`config.mk`:
```
export PLATFORM = sky130hd
export DESIGN_NAME = tband_modulator
export DESIGN_NICKNAME = d
export VERILOG_FILES = /design/src/rtl/tbm_pkg.sv /design/src/rtl/tbm_integrator.sv /design/src/rtl/tbm_band_cmp.sv /design/src/rtl/tbm_level_ctr.sv /design/src/rtl/tband_modulator.sv
export SDC_FILE = /design/constraint.sdc
export NUM_CORES = 1
export LEC_CHECK = 0
export ABC_AREA = 1
export BUFFER_PORTS_ARGS = -buffer_cell sky130_fd_sc_hd__buf_2
export CAP_MARGIN = 30
export CORE_MARGIN = 3
export CORE_UTILIZATION = 45
export CTS_CLUSTER_DIAMETER = 50
export DETAILED_ROUTE_END_ITERATION = 8
export PLACE_DENSITY = 0.69
export SLEW_MARGIN = 20
export SYNTH_ARGS = -nofsm -noshare
export SYNTH_HDL_FRONTEND = slang
export SYNTH_HIERARCHICAL = 1
export SYNTH_SLANG_ARGS = --single-unit
export TNS_END_PERCENT = 1
```
`constraint.sdc`:
```
create_clock -name clk -period 8.1 [get_ports clk]
set_clock_uncertainty 0.15 [all_clocks]
set_input_delay 1.62 -clock clk [delete_from_list [all_inputs] [get_ports clk]]
set_output_delay 1.62 -clock clk [all_outputs]
set_load 0.005 [all_outputs]
```
`src/rtl/tbm_pkg.sv`:
```
package tbm_pkg;
  localparam int FLUX_W = 32;
  typedef logic signed [FLUX_W-1:0] flux_t;

  function automatic int lvl_width(input int n);
    return $clog2(n + 1);
  endfunction
endpackage

```
`src/rtl/tbm_integrator.sv`:
```
module tbm_integrator #(
  parameter int VW = 16,
  parameter int LW = 4,
  parameter int IW = 32
) (
  input  logic                 clk,
  input  logic                 rst,
  input  logic                 tick,
  input  logic [LW-1:0]        level,
  input  logic [VW-1:0]        v_ref,
  input  logic [VW-1:0]        v_cap,
  output logic signed [IW-1:0] acc,
  output logic signed [IW-1:0] acc_next
);
  localparam int PW = LW + VW;

  logic [PW-1:0]        prod;
  logic signed [IW-1:0] act_s;
  logic signed [IW-1:0] ref_s;

  assign prod     = {{VW{1'b0}}, level} * {{LW{1'b0}}, v_cap};
  assign act_s    = IW'(prod);
  assign ref_s    = IW'(v_ref);
  assign acc_next = acc + act_s - ref_s;

  always_ff @(posedge clk) begin
    if (rst)       acc <= '0;
    else if (tick) acc <= acc_next;
  end
endmodule

```
`src/rtl/tbm_band_cmp.sv`:
```
module tbm_band_cmp #(
  parameter int BW = 16,
  parameter int IW = 32
) (
  input  logic                 tick,
  input  logic signed [IW-1:0] err,
  input  logic [BW-1:0]        band,
  output logic                 want_up,
  output logic                 want_dn
);
  logic signed [IW-1:0] lim;

  assign lim = IW'(band);

  always_comb begin
    want_up = tick && (err < -lim);
    want_dn = tick && (err > lim);
  end
endmodule

```
`src/rtl/tbm_level_ctr.sv`:
```
module tbm_level_ctr #(
  parameter int N  = 8,
  parameter int LW = 4
) (
  input  logic          clk,
  input  logic          rst,
  input  logic          want_up,
  input  logic          want_dn,
  output logic [LW-1:0] level,
  output logic          step_up,
  output logic          step_dn
);
  localparam logic [LW-1:0] TOP = LW'(N);

  logic can_up;
  logic can_dn;

  assign can_up = want_up && (level != TOP);
  assign can_dn = want_dn && (level != '0);

  always_ff @(posedge clk) begin
    if (rst) begin
      level   <= '0;
      step_up <= 1'b0;
      step_dn <= 1'b0;
    end else begin
      step_up <= can_up;
      step_dn <= can_dn && !can_up;
      if (can_up)      level <= level + 1'b1;
      else if (can_dn) level <= level - 1'b1;
    end
  end
endmodule

```
`src/rtl/tband_modulator.sv`:
```
module tband_modulator #(
  parameter int N  = 8,
  parameter int VW = 16,
  parameter int BW = 16,
  parameter int IW = tbm_pkg::FLUX_W,
  parameter int LW = tbm_pkg::lvl_width(N)
) (
  input  logic                 clk,
  input  logic                 rst,
  input  logic                 tick,
  input  logic [VW-1:0]        v_ref,
  input  logic [VW-1:0]        v_cap,
  input  logic [BW-1:0]        band,
  output logic [LW-1:0]        level,
  output logic signed [IW-1:0] flux_err,
  output logic                 step_up,
  output logic                 step_dn
);
  logic signed [IW-1:0] err_next;
  logic                 want_up;
  logic                 want_dn;

  tbm_integrator #(.VW(VW), .LW(LW), .IW(IW)) integ_i (
    .clk(clk), .rst(rst), .tick(tick), .level(level),
    .v_ref(v_ref), .v_cap(v_cap), .acc(flux_err), .acc_next(err_next)
  );

  tbm_band_cmp #(.BW(BW), .IW(IW)) cmp_i (
    .tick(tick), .err(err_next), .band(band),
    .want_up(want_up), .want_dn(want_dn)
  );

  tbm_level_ctr #(.N(N), .LW(LW)) ctr_i (
    .clk(clk), .rst(rst), .want_up(want_up), .want_dn(want_dn),
    .level(level), .step_up(step_up), .step_dn(step_dn)
  );
endmodule

```
Yosys cells after proc, flatten, opt, wreduce, memory -nomap -nowiden --
Cells that the tools add are included.
Storage, ports and cells: word-level logic and storage cells 23, bits of input ports 51, bits in registers 38
Operators by class: add/sub/neg operators 5, $lt $le $gt $ge 2, $mul 1, eq/ne operators 1, reduce and logical (&&, ||, !) cells 8, mux-type cells 2
Operator list (count):
- adder 32 x 21 -> 32 bit | 1
- > comparator 32 x 17 -> 1 bit | 1
- less-than comparator 32 bit | 1
- negation 16 -> 32 bit | 1
- subtractor 32 x 17 -> 32 bit | 1
- multiplier 4 x 16 -> 20 bit | 1
- two-way mux 4 bit | 2
- logical AND 1 bit | 5
- adder 4 x 1 -> 4 bit, second input constant | 1
- != test 4 bit, second input constant | 1
- nonzero test 4 bit | 1
- subtractor 4 x 1 -> 4 bit, second input constant | 1
- nonzero test 2 bit | 1
- logical NOT 1 bit | 1

Depth between registers and ports, before layout --
depth in word-level cells 8, depth in mapped cells 52, mapped depth without buffers 50

Hierarchy --
The synthesis kept the hierarchy.
Modules (own cells, without submodules):
- tbm_integrator | cells each 1088, instances 1, seq. area each 640.6 sq um, area an instance 6289.8 sq um
- tbm_band_cmp | cells each 244, instances 1, seq. area each 0.0 sq um, area an instance 1581.5 sq um
- tbm_level_ctr | cells each 43, instances 1, seq. area each 120.1 sq um, area an instance 330.3 sq um

Least setup slack after synthesis --
No wires, ideal clock.
path kind input-to-reg, start input port v_cap[1], end register ctr_i.level[3], required time 7.835 ns, path buffers 0, cell stages on the path 44, setup time 0.115 ns, slack 0.364 ns, data arrival time 7.471 ns, cells stage by stage nand2_1 inv_1 fa_1 inv_1 fa_1 inv_1 ha_1 nand2_1 nand2_1 nand3_1 nand2_1 a21oi_1 o21ai_2 nand2_1 nand2_1 nand2_1 nand2_1 fa_1 [... 8 more ...] nand2_1 nand2_1 nand2_1 nand2_1 ha_1 a21oi_1 o21a_1 nand2_1 a21oi_1 a21oi_1 nor2_1 nand2_4 ha_1 and3_1 o21ai_1 nand3_1 nand2_1 nor2_1
On the way: word-level cells in the longest chain between the ends 7
Ends and longest elaborated chain:
- from (decl) | RTL line tband_modulator.sv:12 | input logic [VW-1:0] v_cap,
- multiplier 4 x 16 -> 20 bit (*) | RTL line tbm_integrator.sv:21 | assign prod = {{VW{1'b0}}, level} * {{LW{1'b0}}, v_cap};
- adder 32 x 21 -> 32 bit (*) | RTL line tbm_integrator.sv:24 | assign acc_next = acc + act_s - ref_s;
- subtractor 32 x 17 -> 32 bit (*) | RTL line tbm_integrator.sv:24
- via err_next[31] | RTL line tband_modulator.sv:19 | logic signed [IW-1:0] err_next;
- less-than comparator 32 bit (*) | RTL line tbm_band_cmp.sv:16 | want_up = tick && (err < -lim);
- logical AND 1 bit (*) | RTL line tbm_band_cmp.sv:16
- via want_up | RTL line tband_modulator.sv:20 | logic want_up;
- logical AND 1 bit (*) | RTL line tbm_level_ctr.sv:18 | assign can_up = want_up && (level != TOP);
- two-way mux 4 bit or nonzero test 2 bit (tied branches)
- to (signal assigned) | RTL line tbm_level_ctr.sv:29 | if (can_up) level <= level + 1'b1;
- to (signal assigned) | RTL line tbm_level_ctr.sv:30 | else if (can_dn) level <= level - 1'b1;
- to (decl) | RTL line tbm_level_ctr.sv:9 | output logic [LW-1:0] level,
The timed path passes the listed nets; every way through them passes the cells marked *. A chain may end at the register's enable or synchronous reset.

Worst setup path after layout --
start input port v_cap[3], end register ctr_i.level[1]
The elaborated chain is that of the path after synthesis.

==> impl_metrics.py <==
metrics = {
    "setup_path": {
        "end_kind": "flop",
        "crit_fanout": 6,
        "startpoint_type": "input port",
        "cpMostUsedCell": "nand2_1",
        "cp_data_arrival_time_ns": 7.89,
        "worst-setup-path-type": "in2reg",
        "required_ns": 8.19,
        "r2r_cells": 40,
        "critPathSlowestCell": "fa_1",
        "critPathMaxStageDelay_ns": 0.56,
    },
    "route": {
        "routedWlPerCell_um": 13.5,
        "drtPass1Iterations": 5,
        "wl_mm": 24.3,
        "viasPerCell": 4.87,
        "first_iter_violations": 387,
        "drc": 0,
        "ant_nets": 0,
        "num_vias": 8788,
    },
    "synthesis": {
        "synth_nets": 1582,
        "ys_types": 43,
        "netlist_area_um2": 8200,
        "syn_inst": 1375,
        "synth_seq_area_share": 0.0928,
        "synth_area_per_cell_um2": 5.96,
        "synth_warnings": 6,
        "synth_seq_cells": 38,
    },
    "finish": {
        "drive_above_1_share": 0.296,
        "diodes": 0,
        "final_cell_mix": "344 x nand2_1, 325 x inv_1, 132 x buf_4, 87 x nor2_1, 84 x buf_2",
        "layout_commonest_cell": "nand2_1",
        "finalNonFillerCells": 1806,
        "areaGrowthSynthToFinish_pct": 34.4,
        "final_nets": 1787,
    },
    "sta": {
        "maxSlewViolCount": 0,
        "final.period_utilization": 0.963,
        "fmax_mhz": 128,
        "finalHoldViolations": 0,
        "tightest_slew_ns": 0.872,
        "fin_crit_ns": 7.80,
        "setup_viol": 0,
        "max_slew_margin": 0.418,
    },
    "global_route": {
        "grt_pass1_vias": 8505,
        "grtUsageTotal": 0.237,
        "grt-ovfl-total": 0,
        "grt_max_degree": 41,
        "grt_pass1_wl_mm": 38.9,
        "antenna_found_initial": 0,
    },
    "worst_hold_path": {
        "hold_class": "reg2reg",
        "hold_depth": 2,
    },
    "placement": {
        "port_buffers": 88,
        "placed_cells_incl_taps": 1789,
        "place_hpwl_mm": 19.6,
        "globalplace.congestion": 0.939,
    },
    "clocking": {
        "clockBufferDepth": 2,
        "ctsRootBufferMaster": "clkbuf_16",
        "clkLatencyLatePin_ns": 0.30,
        "cts_tree": "built",
        "hold_buffers": 0,
        "clk_pin_slew_ns": 0.07,
        "cts_sinks": 38,
        "cts_buffers": 5,
        "htreeDepth": 2,
    },
    "status": {
        "status": "finished, final reports clean",
    },
    "floorplan": {
        "die_h_um": 141,
        "num_io_pins": 89,
        "die_w_um": 141,
        "core_area_um2": 17600,
        "dieArea_um2": 19900,
        "initial_utilization": 0.466,
        "rows": 48,
    },
    "job": {
        "maxCapViolCount": 0,
    },
}
-- final timing paths --
path         slack, ns      startpoint             end
max               0.30        v_cap[3]  ctr_i/level[1]
min               0.35  integ_i/acc[0]  integ_i/acc[0]
max reg2reg       0.76  ctr_i/level[3]  ctr_i/level[1]
min reg2reg       0.35  integ_i/acc[0]  integ_i/acc[0]
-- per-layer routing --
layer  wire length (µm)  track usage
met4                579       0.0637
met3                842       0.0237
met5                  0            0
met1              11300        0.311
met2              11600        0.414
-- layout make-up --
type                            count  area (µm²)
Fill cell                        1698        6580
Inverter                          358        1340
Clock buffer                        6         139
Multi-Input combinational cell    959        7000
Tap cell                          225         282
Clock inverter                      2        60.1
Sequential cell                    38         761
Timing Repair Buffer              218        1430
-- cell usage after synthesis (all sizes together) --
library cell  instances  share of area
fa                   45           0.11
xor2                 34          0.037
nor3                 22          0.015
o21ai                32          0.021
buf                   3         0.0027
and2                  4         0.0031
a21boi                1        0.00092
dfxtp                38          0.093
nand3b                2         0.0018
nand2               423           0.20
ha                  111           0.17
inv                 358           0.16
a21oi                86          0.052
nand4                 8         0.0061
or2                   1        0.00076
xnor2                 7         0.0075
and3                  1        0.00076
nor4                  2         0.0034
a22oi                 1        0.00092
nor2                107          0.051
a21o                  3         0.0027
clkbuf               16         0.0085
o21bai                5         0.0046
nand3                57          0.040
o21a                  3         0.0027
a211oi                3         0.0027
dlygate4sd1           1         0.0011
a31oi                 1        0.00076
-- metrics by stage --
step | TNS, ns | instance area (µm²) | hold WS [ns] | setup slack [ns] | util
floorplan | 0 | 8200 | 0.324 | 0.364 | -
global placement | -0.995 | 9730 | 0.324 | -0.399 | 0.553
detailed placement | -1.43 | 9730 | 0.341 | -0.523 | 0.553
CTS | 0 | 10000 | 0.352 | 0.0189 | 0.569
global route | -0.407 | 11000 | 0.365 | -0.151 | 0.626
finish | 0 | 11000 | 0.351 | 0.297 | 0.626
-- logic make-up after synthesis --
group / count (synthesis) / share of synthesized area
compound gates: 135 / 0.0888
xor+xnor: 41 / 0.0447
fa+ha+maj: 156 / 0.279
buf+inv: 378 / 0.176
flops: 38 / 0.0928
simple gates: 627 / 0.318
-- registers in the layout, summed over array words and instances, names as in the netlist --
register	cells
integ_i/acc	32
ctr_i/step_dn	1
ctr_i/level	4
ctr_i/step_up	1
-- critical path, delay by kind of cell --
kind | cells | cell delay (ns)
AO/OA/AOI/OAI | 3 | 0.30
XOR/XNOR | 1 | 0.13
adder cells (fa/ha/maj) | 7 | 2.93
buffers and inverters | 12 | 1.02
AND/OR/NAND/NOR | 21 | 1.87
-- timing repair --
action                                  4_1_cts  5_1_grt
endpoints found under the setup margin        3        5
buffers inserted                              2        7
resized for setup                            16      224
pin swaps                                     6      106
hold endpoints to repair                      0        0
cloned                                        0        0
Power is left out: the tool's default activity adds up to more than one toggle a clock period on the data nets, which glitch-free logic cannot reach.
